### src/rtl/uart_rx_pkg.sv
// Shared types for the address-filtering serial receiver.
// Assumes: register select is 3 bits wide.
package uart_rx_pkg;
    typedef enum logic [2:0] {
        SEL_CTRL = 3'd0,
        SEL_DATA = 3'd1,
        SEL_AUX  = 3'd2,
        SEL_ADDR = 3'd3,
        SEL_MASK = 3'd4
    } reg_sel_e;

    typedef enum logic {
        ST_IDLE = 1'b0,
        ST_RUN  = 1'b1
    } rx_state_e;

    localparam int OVS = 16;
endpackage

### src/rtl/uart_rx_baud.sv
// Oversample tick generator. It picks a base tick (external pulse, internal
// divider or fixed divider) and then optionally halves it.
// Assumes: INT_DIV and FIX_DIV are at least 2.
module uart_rx_baud #(
    parameter int INT_DIV = 3,
    parameter int FIX_DIV = 2
) (
    input  logic clk,
    input  logic rst_n,
    input  logic ext_tick,
    input  logic use_ext,
    input  logic fixed_sel,
    input  logic dbl,
    output logic s_tick
);
    localparam int IW = $clog2(INT_DIV);
    localparam int FW = $clog2(FIX_DIV);

    logic [IW-1:0] int_cnt;
    logic [FW-1:0] fix_cnt;
    logic int_tk, fix_tk, base, half;

    assign int_tk = (int_cnt == IW'(INT_DIV - 1));
    assign fix_tk = (fix_cnt == FW'(FIX_DIV - 1));
    assign base   = fixed_sel ? fix_tk : (use_ext ? ext_tick : int_tk);

    // Free-running internal and fixed dividers.
    always_ff @(posedge clk) begin
        if (!rst_n) begin
            int_cnt <= '0;
            fix_cnt <= '0;
        end else begin
            int_cnt <= int_tk ? '0 : int_cnt + 1'b1;
            fix_cnt <= fix_tk ? '0 : fix_cnt + 1'b1;
        end
    end

    // Half-rate stage and registered oversample tick.
    always_ff @(posedge clk) begin
        if (!rst_n) begin
            half   <= 1'b0;
            s_tick <= 1'b0;
        end else begin
            half   <= half ^ base;
            s_tick <= base && (dbl || half);
        end
    end

    a_r11_half_rate: assert property (@(posedge clk) disable iff (!rst_n)
        (s_tick && !dbl) |=> !s_tick);
endmodule

### src/rtl/uart_rx_shift.sv
// Bit sampler and frame assembler. It finds the start bit, votes samples
// 7..9 of each bit and shifts the data in LSB first. It pulses data_ev
// after the last data bit and stop_ev at the stop bit.
// Assumes: s_tick is a one-cycle pulse at 16x the bit rate.
module uart_rx_shift
    import uart_rx_pkg::*;
(
    input  logic       clk,
    input  logic       rst_n,
    input  logic       rxd,
    input  logic       en,
    input  logic       nine,
    input  logic       s_tick,
    output logic       data_ev,
    output logic       stop_ev,
    output logic       stop_ok,
    output logic [7:0] frm_byte,
    output logic       frm_ninth
);
    rx_state_e  state;
    logic [1:0] sync;
    logic       rx_s;
    logic [3:0] scnt, bidx, last;
    logic [1:0] votes;
    logic       vote;
    logic [8:0] shreg, nx;

    assign rx_s = sync[1];
    assign last = nine ? 4'd9 : 4'd8;
    assign vote = (votes[1] & votes[0]) | (votes[1] & rx_s) | (votes[0] & rx_s);
    assign nx   = {vote, shreg[8:1]};

    // Two-flop synchroniser on the serial input.
    always_ff @(posedge clk) begin
        if (!rst_n) sync <= 2'b11;
        else        sync <= {sync[0], rxd};
    end

    // Frame state machine with sample counter and bit index.
    always_ff @(posedge clk) begin
        if (!rst_n) begin
            state     <= ST_IDLE;
            scnt      <= '0;
            bidx      <= '0;
            votes     <= '0;
            shreg     <= '0;
            data_ev   <= 1'b0;
            stop_ev   <= 1'b0;
            stop_ok   <= 1'b0;
            frm_byte  <= '0;
            frm_ninth <= 1'b0;
        end else begin
            data_ev <= 1'b0;
            stop_ev <= 1'b0;
            if (!en) begin
                state <= ST_IDLE;
            end else if (s_tick) begin
                case (state)
                    ST_IDLE: if (!rx_s) begin
                        state <= ST_RUN;
                        scnt  <= 4'd1;
                        bidx  <= '0;
                    end
                    ST_RUN: begin
                        scnt <= scnt + 1'b1;
                        if (scnt == 4'd7 || scnt == 4'd8) votes <= {votes[0], rx_s};
                        if (scnt == 4'd9) begin
                            if (bidx == 4'd0) begin
                                if (vote) state <= ST_IDLE;
                            end else if (bidx <= last) begin
                                shreg <= nx;
                                if (bidx == last) begin
                                    data_ev   <= 1'b1;
                                    frm_byte  <= nine ? nx[7:0] : nx[8:1];
                                    frm_ninth <= nine & nx[8];
                                end
                            end else begin
                                stop_ev <= 1'b1;
                                stop_ok <= vote;
                                state   <= ST_IDLE;
                            end
                        end
                        if (scnt == 4'd15) bidx <= bidx + 1'b1;
                    end
                    default: state <= ST_IDLE;
                endcase
            end
        end
    end

    a_r4_events_apart: assert property (@(posedge clk) disable iff (!rst_n)
        !(data_ev && stop_ev));
    a_r3_stop_after_data: assert property (@(posedge clk) disable iff (!rst_n)
        data_ev |=> !stop_ev);
endmodule

### src/rtl/uart_rx_filter.sv
// Acceptance decision for a finished frame: ready-flag blocking, plus the
// multiprocessor address filter with a masked hit and a broadcast hit.
// Assumes: purely combinational, evaluated when a frame event fires.
module uart_rx_filter (
    input  logic       ri,
    input  logic       nine,
    input  logic       multi,
    input  logic [7:0] rx_byte,
    input  logic       rx_ninth,
    input  logic [7:0] addr,
    input  logic [7:0] mask,
    output logic       accept
);
    logic [7:0] bc;
    logic       given_hit, bcast_hit;

    // Compute address hits and the final accept.
    always_comb begin
        bc        = addr | mask;
        given_hit = (((rx_byte ^ addr) & mask) == 8'h00);
        bcast_hit = (((~rx_byte) & bc) == 8'h00);
        if (ri)                   accept = 1'b0;
        else if (!(nine && multi)) accept = 1'b1;
        else                      accept = rx_ninth && (given_hit || bcast_hit);
    end
endmodule

### src/rtl/uart_addr_rx.sv
// Top: register file, mode decode and load control for the serial
// receiver with slave address filtering.
// Assumes: reads are combinational on reg_sel; writes on reg_wr.
module uart_addr_rx
    import uart_rx_pkg::*;
#(
    parameter int INT_DIV = 3,
    parameter int FIX_DIV = 2
) (
    input  logic       clk,
    input  logic       rst_n,
    input  logic       rxd,
    input  logic       ext_tick,
    input  logic       reg_wr,
    input  logic [2:0] reg_sel,
    input  logic [7:0] reg_wdata,
    output logic [7:0] reg_rdata,
    output logic       rx_irq
);
    logic       sm0, sm1, multi, rxen, bit9, ri, fe;
    logic       dbl, fesel, clksrc;
    logic [7:0] data_q, addr_q, mask_q;
    logic       nine, en, s_tick, accept, load_go, wr_ctrl;
    logic       data_ev, stop_ev, stop_ok, frm_ninth;
    logic [7:0] frm_byte;

    assign nine    = sm0;
    assign en      = rxen && (sm0 || sm1);
    assign wr_ctrl = reg_wr && (reg_sel == SEL_CTRL);
    assign load_go = (fesel ? stop_ev : data_ev) && accept;
    assign rx_irq  = ri;

    uart_rx_baud #(.INT_DIV(INT_DIV), .FIX_DIV(FIX_DIV)) u_baud (
        .clk(clk), .rst_n(rst_n), .ext_tick(ext_tick), .use_ext(clksrc),
        .fixed_sel(sm0 && !sm1), .dbl(dbl), .s_tick(s_tick));

    uart_rx_shift u_shift (
        .clk(clk), .rst_n(rst_n), .rxd(rxd), .en(en), .nine(nine),
        .s_tick(s_tick), .data_ev(data_ev), .stop_ev(stop_ev),
        .stop_ok(stop_ok), .frm_byte(frm_byte), .frm_ninth(frm_ninth));

    uart_rx_filter u_filt (
        .ri(ri), .nine(nine), .multi(multi), .rx_byte(frm_byte),
        .rx_ninth(frm_ninth), .addr(addr_q), .mask(mask_q), .accept(accept));

    // Control/status register with shared bit 7 and hardware load.
    always_ff @(posedge clk) begin
        if (!rst_n) begin
            {sm0, sm1, multi, rxen, bit9, ri, fe} <= '0;
            data_q <= '0;
        end else begin
            if (stop_ev && !stop_ok) fe <= 1'b1;
            if (wr_ctrl) begin
                sm1   <= reg_wdata[6];
                multi <= reg_wdata[5];
                rxen  <= reg_wdata[4];
                bit9  <= reg_wdata[2];
                ri    <= reg_wdata[0];
                if (fesel) begin
                    if (!reg_wdata[7]) fe <= 1'b0;
                end else begin
                    sm0 <= reg_wdata[7];
                end
            end else if (load_go) begin
                data_q <= frm_byte;
                bit9   <= nine & frm_ninth;
                ri     <= 1'b1;
            end
        end
    end

    // Auxiliary, address and mask registers.
    always_ff @(posedge clk) begin
        if (!rst_n) begin
            {dbl, fesel, clksrc} <= '0;
            addr_q <= '0;
            mask_q <= '0;
        end else if (reg_wr) begin
            case (reg_sel)
                SEL_AUX:  {dbl, fesel, clksrc} <= {reg_wdata[7], reg_wdata[6], reg_wdata[0]};
                SEL_ADDR: addr_q <= reg_wdata;
                SEL_MASK: mask_q <= reg_wdata;
                default:  ;
            endcase
        end
    end

    // Read multiplexer.
    always_comb begin
        case (reg_sel)
            SEL_CTRL: reg_rdata = {fesel ? fe : sm0, sm1, multi, rxen, 1'b0, bit9, 1'b0, ri};
            SEL_DATA: reg_rdata = data_q;
            SEL_AUX:  reg_rdata = {dbl, fesel, 5'b0, clksrc};
            SEL_ADDR: reg_rdata = addr_q;
            SEL_MASK: reg_rdata = mask_q;
            default:  reg_rdata = 8'h00;
        endcase
    end

    a_r7_ready_blocks: assert property (@(posedge clk) disable iff (!rst_n)
        (ri && !wr_ctrl) |=> (ri && $stable(data_q)));
    a_r5_fe_sticky: assert property (@(posedge clk) disable iff (!rst_n)
        (fe && !(wr_ctrl && fesel && !reg_wdata[7])) |=> fe);
    a_r8_data_frame_dropped: assert property (@(posedge clk) disable iff (!rst_n)
        ((data_ev || stop_ev) && multi && nine && !frm_ninth && !wr_ctrl) |=> (ri == $past(ri)));
endmodule

### config.mk
export PLATFORM = sky130hd
export DESIGN_NAME = uart_addr_rx
export DESIGN_NICKNAME = d
export VERILOG_FILES = /design/src/rtl/uart_rx_pkg.sv /design/src/rtl/uart_rx_baud.sv /design/src/rtl/uart_rx_shift.sv /design/src/rtl/uart_rx_filter.sv /design/src/rtl/uart_addr_rx.sv
export SDC_FILE = /design/constraint.sdc
export NUM_CORES = 1
export LEC_CHECK = 0
export BUFFER_PORTS_ARGS = -buffer_cell sky130_fd_sc_hd__buf_2
export CAP_MARGIN = 0
export CORE_UTILIZATION = 40
export DETAILED_ROUTE_END_ITERATION = 8
export GPL_TIMING_DRIVEN = 0
export PLACE_DENSITY_LB_ADDON = 0.2
export SETUP_SLACK_MARGIN = 0.05
export SYNTH_ARGS = -nofsm -noshare
export SYNTH_HDL_FRONTEND = slang
export SYNTH_SLANG_ARGS = --single-unit
### constraint.sdc
create_clock -name clk -period 3.9 [get_ports clk]
set_clock_uncertainty 0.1 [all_clocks]
set_input_delay 0.975 -clock clk [delete_from_list [all_inputs] [get_ports clk]]
set_output_delay 0.975 -clock clk [all_outputs]
set_load 0.05 [all_outputs]
==> flow_metrics.tcl, run 1 <==
set metrics [dict create \
    worst_slew_pin_slew_ns 0.715 \
    hold_path_class "reg2reg" \
    rsz0062_at_grt "no" \
    synthCells 408 \
    slew_headroom_pct 51.8 \
    hold_viol 0 \
    numCtsBuffers 9 \
    drive_gt1_share_pct 12.8 \
    die-area_mm2 0.00915 \
    synthTopCellsByArea "dfxtp_1 41%, mux2i_1 15%, nor2_1 6.7%" \
    cpLargestDelayFamily "simple AND/OR/NAND/NOR gates" \
    syn_area_mm2 0.00351 \
    post_cts_resized 0 \
    cts-htree-levels 3 \
    nFillCells 841 \
    dr.pass1.iters 4 \
    grt_usage_pct 20.2 \
    endpoint_kind "primary output" \
    cts-root-buf "clkbuf_8" \
    drtIter0Drc 123 \
    vias 2940 \
    grt_pass1_wl_um 13700 \
    wl_per_cell_um 15.4 \
    synthArstFlopShare_pct 0 \
    cts_max_path_buffers 2 \
    p_total_w 0.00160 \
    slowest_stage "nor3b_1" \
    synth_edf_count 0 \
    grt_pass1_vias 2752 \
    drc 0 \
    drv_cap 0 \
    setup-tns-final_ns 0 \
    synthTopCellsByCount "72 x dfxtp_1, 63 x nor2_1, 54 x nand2_1" \
    wl_um 8500 \
    vdd_drop_max_uv 149 \
    io_pins 25 \
    grt_remaining_overflow 0 \
    synth.most_common_cell "dfxtp_1" \
    worst-setup-path-type "in2out" \
    synth_top_area_share_pct 41.1 \
    rows 33 \
    synth_cell_types 48 \
    ant_nets 0 \
    p_leak_nw 1.54 \
    start_kind "input port" \
    path_max_fanout 10 \
    setup_viol 0 \
    ys_ff_latch 72 \
    final_nets 464 \
    grt_max_degree 13 \
    cts_hold_buffers 0 \
    min_period_ns 3.67 \
    max_stage_delay_ns 0.65 \
    cp.arrival_ns 2.60 \
    n_antenna_cell 0 \
    clock_latency_ns 0.34 \
    synthFlopType "dfxtp_1" \
    status "complete, no violations" \
    place_congestion 0.855 \
    cp.required_ns 2.82 \
    post-route-period-util_pct 94.2 \
    fmax_ghz 0.272 \
    ys_seq_area_share_pct 41.1 \
    yosysWarnings 0 \
    holdWs_ns 0.310 \
    core_area_mm2 0.00834 \
    area_delta_synth_final_pct 14.1 \
    clock-sinks 72 \
    post-cts-setup-buffer-count 0 \
    grt_antenna_before_repair 0 \
    synth_fp_nets 431 \
    crit_chain "buf_2 > clkbuf_1 > nor3b_1 > nand2_1 > o21ai_0 > buf_2" \
    die_h_um 95.6 \
    cts_tree "done" \
    start_util_pct 42.0 \
    synth_area_per_cell_um2 8.60 \
    fp.dieW_um 95.6 \
    clkTransAtPathRegs_ns 0.07 \
    yosys.area.top_type "dfxtp_1" \
    cp_num_buf_inv 3 \
    dp_hpwl_um 6210 \
    via_per_inst 5.34 \
    port-buffer-count 22 \
    cpMostUsedCell "buf_2" \
    report.final.slew_viol_count 0 \
    powerDensity_mw_per_mm2 400 \
]
==> sequential cells by signal, summed over array words and instances (netlist names), 2 cells and up <==
register          cells
u_shift.votes         2
u_shift.sync          2
u_shift.frm_byte      8
u_shift.shreg         8
u_baud.int_cnt        2
u_shift.scnt          4
mask_q                8
u_shift.bidx          4
addr_q                8
data_q                8
==> worst paths after layout <==
path / start / endpoint / slack (ns) / depth (start not counted)
setup reg to reg: u_shift.bidx[0]$_SDFFE_PN0P_ / u_shift.shreg[4]$_SDFFE_PN0P_ / 1.89 / 8
setup / recovery: reg_sel[2] / reg_rdata[2] / 0.23 / 6
hold reg to reg: u_shift.sync[0]$_SDFF_PN1_ / u_shift.sync[1]$_SDFF_PN1_ / 0.31 / 1
hold / removal: u_shift.sync[0]$_SDFF_PN1_ / u_shift.sync[1]$_SDFF_PN1_ / 0.31 / 1
==> logic make-up after synthesis <==
group | count (synthesis) | share of synthesized area, %
xor gates and xnor gates | 11 | 2.75
adders and majority gates | 8 | 2.78
AOI/OAI and AO/OA | 74 | 13.3
muxes | 53 | 15.2
DFF | 72 | 41.1
and+or+nand+nor | 157 | 20.3
buffers and inverters | 33 | 4.53
==> per-stage QoR <==
stage / area (um^2) / worst slack [ns] / util (%) / cells
after detailed placement: 3750 / 0.252 / 44.9 / 535
after floorplan: 3510 / 0.0789 / - / 408
final: 4000 / 0.226 / 48.0 / 551
after global placement: 3750 / 0.282 / 44.9 / 535
after global routing: 4000 / 0.140 / 48.0 / 551
after CTS: 4000 / 0.248 / 48.0 / 551
==> metal layers <==
metal / vias up / GRT usage, % / part of all wire [%] / wire, um
li1: 1480 / - / - / -
met1: 1385 / 24.4 / 47 / 3990
met5: - / 0 / 0 / 0
met2: 61 / 34.0 / 47 / 3970
met4: 0 / 7.34 / 2.0 / 174
met3: 14 / 5.74 / 4.3 / 366
==> report_power, final <==
group          internal [W]  switching (W)
combinational     0.0000366      0.0000651
sequential         0.000749      0.0000109
clock              0.000459       0.000280
==> cell type report <==
cell class	instances	area (um^2)	area share [%]
sequential	72	1440	36.0
clock buffer	11	151	3.78
multi-input combinational	303	1910	47.6
clock inverter	5	103	2.56
timing repair buffer	22	110	2.75
inverter	9	33.8	0.844
tap	105	131	3.28
buffer	24	125	3.13
==> worst register-to-register path: cells and delay by family, from the launching register on <==
family	cells	cell delay [ns]
buf+inv	2	0.38
mux	1	0.24
simple gates	3	0.25
compound gates	1	0.24
flops	1	0.38
fa+ha+maj	1	0.29
==> cells in the final DEF (no fill, tap or decap), types with 2 or more instances in the layout <==
cell type	synthesis	layout
nand3b_1	3	3
dfxtp_1	72	72
a311oi_1	2	2
inv_1	8	8
nor2b_1	4	4
nand2b_1	6	6
nor3b_1	3	3
clkbuf_8	0	11
a22oi_1	7	7
a21oi_1	23	23
a31oi_1	3	3
mux2i_1	51	51
o22ai_1	6	6
nand2_1	54	54
ha_1	7	7
mux2_2	2	2
clkbuf_1	14	14
o21ai_0	17	17
nand3_1	8	8
buf_2	5	27
or3_1	2	2
nor2_1	63	63
nor3_1	4	4
a211oi_1	7	7
bufinv_16	0	3
xor2_1	11	11
nand4_1	3	3
(Power assumes the default switching activity.)
==> run 2, diff against run 1 <==
- PLACE_DENSITY: not set -> 0.63
- PLACE_DENSITY_LB_ADDON: 0.2 -> not set
==> run 2 against run 1 <==
Against the previous run:
- clock power decreased by 26%
- critical endpoint unchanged
- sequential share of layout area increased by 0.65 points
- first-iteration DRC count increased by 25%
- maximum frequency decreased by 0.80%
- routed wire length decreased by 0.76%
- cell count unchanged
- register-to-register slack about the same
- die area unchanged
- critical path depth unchanged
- highest routed layer unchanged
- core utilization decreased by 0.86 points
- flip-flop and latch count unchanged
==> flow_metrics.tcl, run 2 (synthesized netlist as in run 1, its figures left out) <==
set metrics [dict create \
    min_period_ns 3.70 \
    report.final.slew_viol_count 0 \
    crit_chain "buf_2 > clkbuf_1 > nor3b_1 > nand2_1 > o21ai_0 > buf_2" \
    hold_path_class "reg2reg" \
    grt_antenna_before_repair 0 \
    fp.dieW_um 95.6 \
    die-area_mm2 0.00915 \
    vdd_drop_max_uv 132 \
    die_h_um 95.6 \
    io_pins 25 \
    via_per_inst 5.43 \
    endpoint_kind "primary output" \
    nFillCells 820 \
    powerDensity_mw_per_mm2 359 \
    post-route-period-util_pct 95.0 \
    mostFrequentLayoutCell "dfxtp_1" \
    grt_pass1_vias 2807 \
    grt_max_degree 14 \
    worst-setup-path-type "in2out" \
    hold_viol 0 \
    grt_pass1_wl_um 13800 \
    drc 0 \
    p_total_w 0.00141 \
    fmax_ghz 0.270 \
    cp_num_buf_inv 3 \
    n_antenna_cell 0 \
    area_delta_synth_final_pct 12.1 \
    post-cts-setup-buffer-count 0 \
    place_congestion 0.876 \
    ant_nets 0 \
    path_max_fanout 10 \
    cpMostUsedCell "buf_2" \
    final_nets 464 \
    wl_per_cell_um 15.3 \
    grt_usage_pct 20.2 \
    post_cts_resized 0 \
    final_cell_mix "72 x dfxtp_1, 63 x nor2_1, 54 x nand2_1" \
    slowest_stage "nor3b_1" \
    setup_viol 0 \
    seqCellArea_mm2 0.00144 \
    clock_latency_ns 0.35 \
    cts_hold_buffers 0 \
    clock-sinks 72 \
    drive_gt1_share_pct 12.8 \
    drtIter0Drc 154 \
    hp-start "u_shift.sync[0]$_SDFF_PN1_" \
    r2r_start "nine$_SDFFE_PN0P_" \
    wl_um 8440 \
    numCtsBuffers 9 \
    startpoint "reg_sel[2]" \
    cpLargestDelayFamily "buffers and inverters" \
    cts-htree-levels 3 \
    dp_hpwl_um 6150 \
    cts-root-buf "clkbuf_8" \
    cp.required_ns 2.82 \
    rows 33 \
    start_util_pct 42.0 \
    status "complete, no violations" \
    cts_max_path_buffers 2 \
    grt_remaining_overflow 0 \
    port-buffer-count 22 \
    clkTransAtPathRegs_ns 0.08 \
    p_leak_nw 1.50 \
    slew_headroom_pct 52.4 \
    final_util_pct 47.1 \
    cts_tree "done" \
    cp.arrival_ns 2.63 \
    start_kind "input port" \
    multi_input_area_mm2 0.00191 \
    max_stage_delay_ns 0.62 \
    vias 2992 \
    worst_slew_pin_slew_ns 0.708 \
    rsz0062_at_grt "no" \
    setup-tns-final_ns 0 \
    drv_cap 0 \
    core_area_mm2 0.00834 \
    dr.pass1.iters 4 \
]
-- run 2: cell types whose count changed in the layout (fill, tap and decap cells not counted), sizes merged --
cell      previous run  this run
clkinvlp             1         3
bufinv               3         0
clkinv               1         3
clkbuf              26        25
-- run 2: worst paths after layout --
check / end / slack (ns) / cells after the start
max reg2reg: u_shift.frm_ninth$_SDFFE_PN0P_ / 1.88 / 7
min reg2reg: u_shift.sync[1]$_SDFF_PN1_ / 0.31 / 1
min: u_shift.sync[1]$_SDFF_PN1_ / 0.31 / 1
max: reg_rdata[2] / 0.20 / 6
-- run 2: power breakdown --
part,switching [W],internal (W),leakage (nW)
Sequential,0.0000107,0.000748,0.582
Clock,0.000299,0.000249,0.0845
Combinational,0.0000662,0.0000368,0.829
-- run 2: metrics by stage --
step / hold slack (ns) / area (um^2) / setup slack (ns) / cells
after floorplan: 0.286 / 3510 / 0.0789 / 408
after global placement: 0.290 / 3750 / 0.313 / 535
after detailed placement: 0.297 / 3750 / 0.296 / 535
after CTS: 0.307 / 3930 / 0.239 / 551
after global routing: 0.329 / 3930 / 0.0807 / 551
final: 0.309 / 3930 / 0.197 / 551
-- run 2: layout make-up --
class	instances	share of cell area, %
Inverter	9	0.859
Buffer	24	3.18
Tap cell	105	3.34
Clock inverter	6	1.15
Timing Repair Buffer	22	2.80
Multi-Input combinational cell	303	48.5
Sequential cell	72	36.7
Clock buffer	10	3.50
-- run 2: worst reg2reg max path, cell delays in order (launching register included) --
cell and delay (ns):
dfxtp_1 0.35, buf_4 0.20, o211a_4 0.20, nand2_2 0.10
nor4_4 0.52, buf_6 0.22, nand3_1 0.09, a21oi_1 0.17
-- run 2: per-layer routing --
| metal | wire, um | part of all wire (%) | GRT usage [%] | up-vias |
|---|---|---|---|---|
| li1 | - | - | - | 1478 |
| met1 | 3950 | 47 | 25.7 | 1415 |
| met2 | 3880 | 46 | 32.6 | 85 |
| met3 | 449 | 5.3 | 4.39 | 14 |
| met4 | 155 | 1.8 | 8.96 | 0 |
| met5 | 0 | 0 | 0 | - |
==> run 3, diff against run 2 <==
- CORE_ASPECT_RATIO: not set -> 1.4
==> run 3 against run 2 <==
Against the previous run:
- non-clock buffer count stayed put
- final area up 3.0%
- combinational power about the same
- hold slack improved by 0.0011 ns
- global-route usage is 0.088 points higher
- via count down 1.8%
- critical path type unchanged
- largest power group is now clock
- highest routed layer unchanged
==> flow_metrics.tcl, run 3 (synthesized netlist as in run 1, its figures left out) <==
set metrics [dict create \
    status "complete, no violations" \
    min_period_ns 3.69 \
    ant_nets 0 \
    worst_slew_pin_slew_ns 0.759 \
    setup-tns-final_ns 0 \
    report.final.slew_viol_count 0 \
    vias 2939 \
    cts-htree-levels 3 \
    timing.final.ws_setup_ns 0.207 \
    cpMostUsedCell "buf_2" \
    wl_um 8520 \
    drtIter0Drc 128 \
    post_cts_resized 0 \
    final_cell_mix "72 x dfxtp_1, 63 x nor2_1, 54 x nand2_1" \
    drc 0 \
    grt_antenna_before_repair 0 \
    p_leak_nw 1.56 \
    io_pins 25 \
    slowest_stage "nor3b_1" \
    slew_headroom_pct 49.0 \
    cts_hold_buffers 0 \
    final_nets 464 \
    rsz0062_at_grt "no" \
    crit_chain "buf_2 > clkbuf_1 > nor3b_1 > nand2_1 > o21ai_0 > buf_2" \
    grt_remaining_overflow 0 \
    numCtsBuffers 9 \
    post-route-period-util_pct 94.7 \
    start_kind "input port" \
    cp.arrival_ns 2.62 \
    grt_pass1_vias 2853 \
    dr.pass1.iters 4 \
    fp.dieW_um 81.1 \
    powerDensity_mw_per_mm2 420 \
    p_total_w 0.00170 \
    dp_slack_ns 0.232 \
    cts_max_path_buffers 2 \
    start_util_pct 41.0 \
    path_max_fanout 10 \
    rows 40 \
    grt_usage_pct 20.2 \
    die-area_mm2 0.00915 \
    clkTransAtPathRegs_ns 0.05 \
    max_stage_delay_ns 0.69 \
    area_delta_synth_final_pct 15.4 \
    grt_pass1_wl_um 14000 \
    cts-root-buf "clkbuf_16" \
    cpLargestDelayFamily "simple AND/OR/NAND/NOR gates" \
    endpoint_kind "primary output" \
    clock-sinks 72 \
    nFillCells 819 \
    vdd_drop_max_uv 263 \
    die_h_um 113 \
    worst-setup-path-type "in2out" \
    place_congestion 0.876 \
    hold_viol 0 \
    setup_viol 0 \
    cts_tree "done" \
    core_area_mm2 0.00856 \
    port-buffer-count 22 \
    fmax_ghz 0.271 \
    mostFrequentLayoutCell "dfxtp_1" \
    cp.required_ns 2.82 \
    cp_num_buf_inv 3 \
    wl_per_cell_um 15.5 \
    drive_gt1_share_pct 12.3 \
    grt_max_degree 12 \
    n_antenna_cell 0 \
    clock_latency_ns 0.34 \
    post-cts-setup-buffer-count 0 \
    drv_cap 0 \
    dp_hpwl_um 6520 \
    hold_path_class "reg2reg" \
    via_per_inst 5.33 \
]
[run 3: where the power goes]
part           switching, W  internal [W]
clock network      0.000308      0.000528
registers         0.0000107      0.000750
logic             0.0000662     0.0000366
[run 3: worst reg2reg max path, delay by kind of cell, from the launching register on]
kind                   cells  cell delay, ns
AND/OR/NAND/NOR            3            0.70
buffers and inverters      2            0.42
flip-flops                 1            0.34
AO/OA/AOI/OAI              2            0.39
[run 3: routing by layer]
metal	track usage [%]	vias to the layer above	wire length [um]
li1	-	1481	-
met1	21.6	1369	3530
met2	35.1	61	4360
met3	4.76	28	254
met4	12.4	0	370
met5	0	-	0
[run 3: metrics by stage]
step           utilization (%)  hold WS (ns)  cells  instance area [um^2]
2_1_floorplan                -         0.286    408                  3510
6_report                  47.3         0.310    551                  4050
4_1_cts                   47.3         0.313    551                  4050
3_3_place_gp              43.8         0.298    535                  3750
5_1_grt                   47.3         0.324    551                  4050
3_5_place_dp              43.8         0.298    535                  3750
[run 3: worst paths after layout]
path / start / end / slack (ns) / depth (start not counted)
min: u_baud.fix_cnt$_SDFF_PP0_ / u_baud.fix_cnt$_SDFF_PP0_ / 0.31 / 1
max reg2reg: nine$_SDFFE_PN0P_ / u_shift.frm_byte[6]$_SDFFE_PN0P_ / 1.88 / 7
max: reg_sel[2] / reg_rdata[4] / 0.21 / 6
min reg2reg: u_baud.fix_cnt$_SDFF_PP0_ / u_baud.fix_cnt$_SDFF_PP0_ / 0.31 / 1
[run 3: cell type report]
class / instances / area, um^2 / area share (%)
Multi-Input combinational cell: 303 / 1910 / 47.1
Sequential cell: 72 / 1440 / 35.6
Clock buffer: 13 / 260 / 6.43
Tap cell: 105 / 131 / 3.24
Buffer: 24 / 125 / 3.09
Timing Repair Buffer: 22 / 110 / 2.72
Clock inverter: 3 / 40.0 / 0.989
Inverter: 9 / 33.8 / 0.834
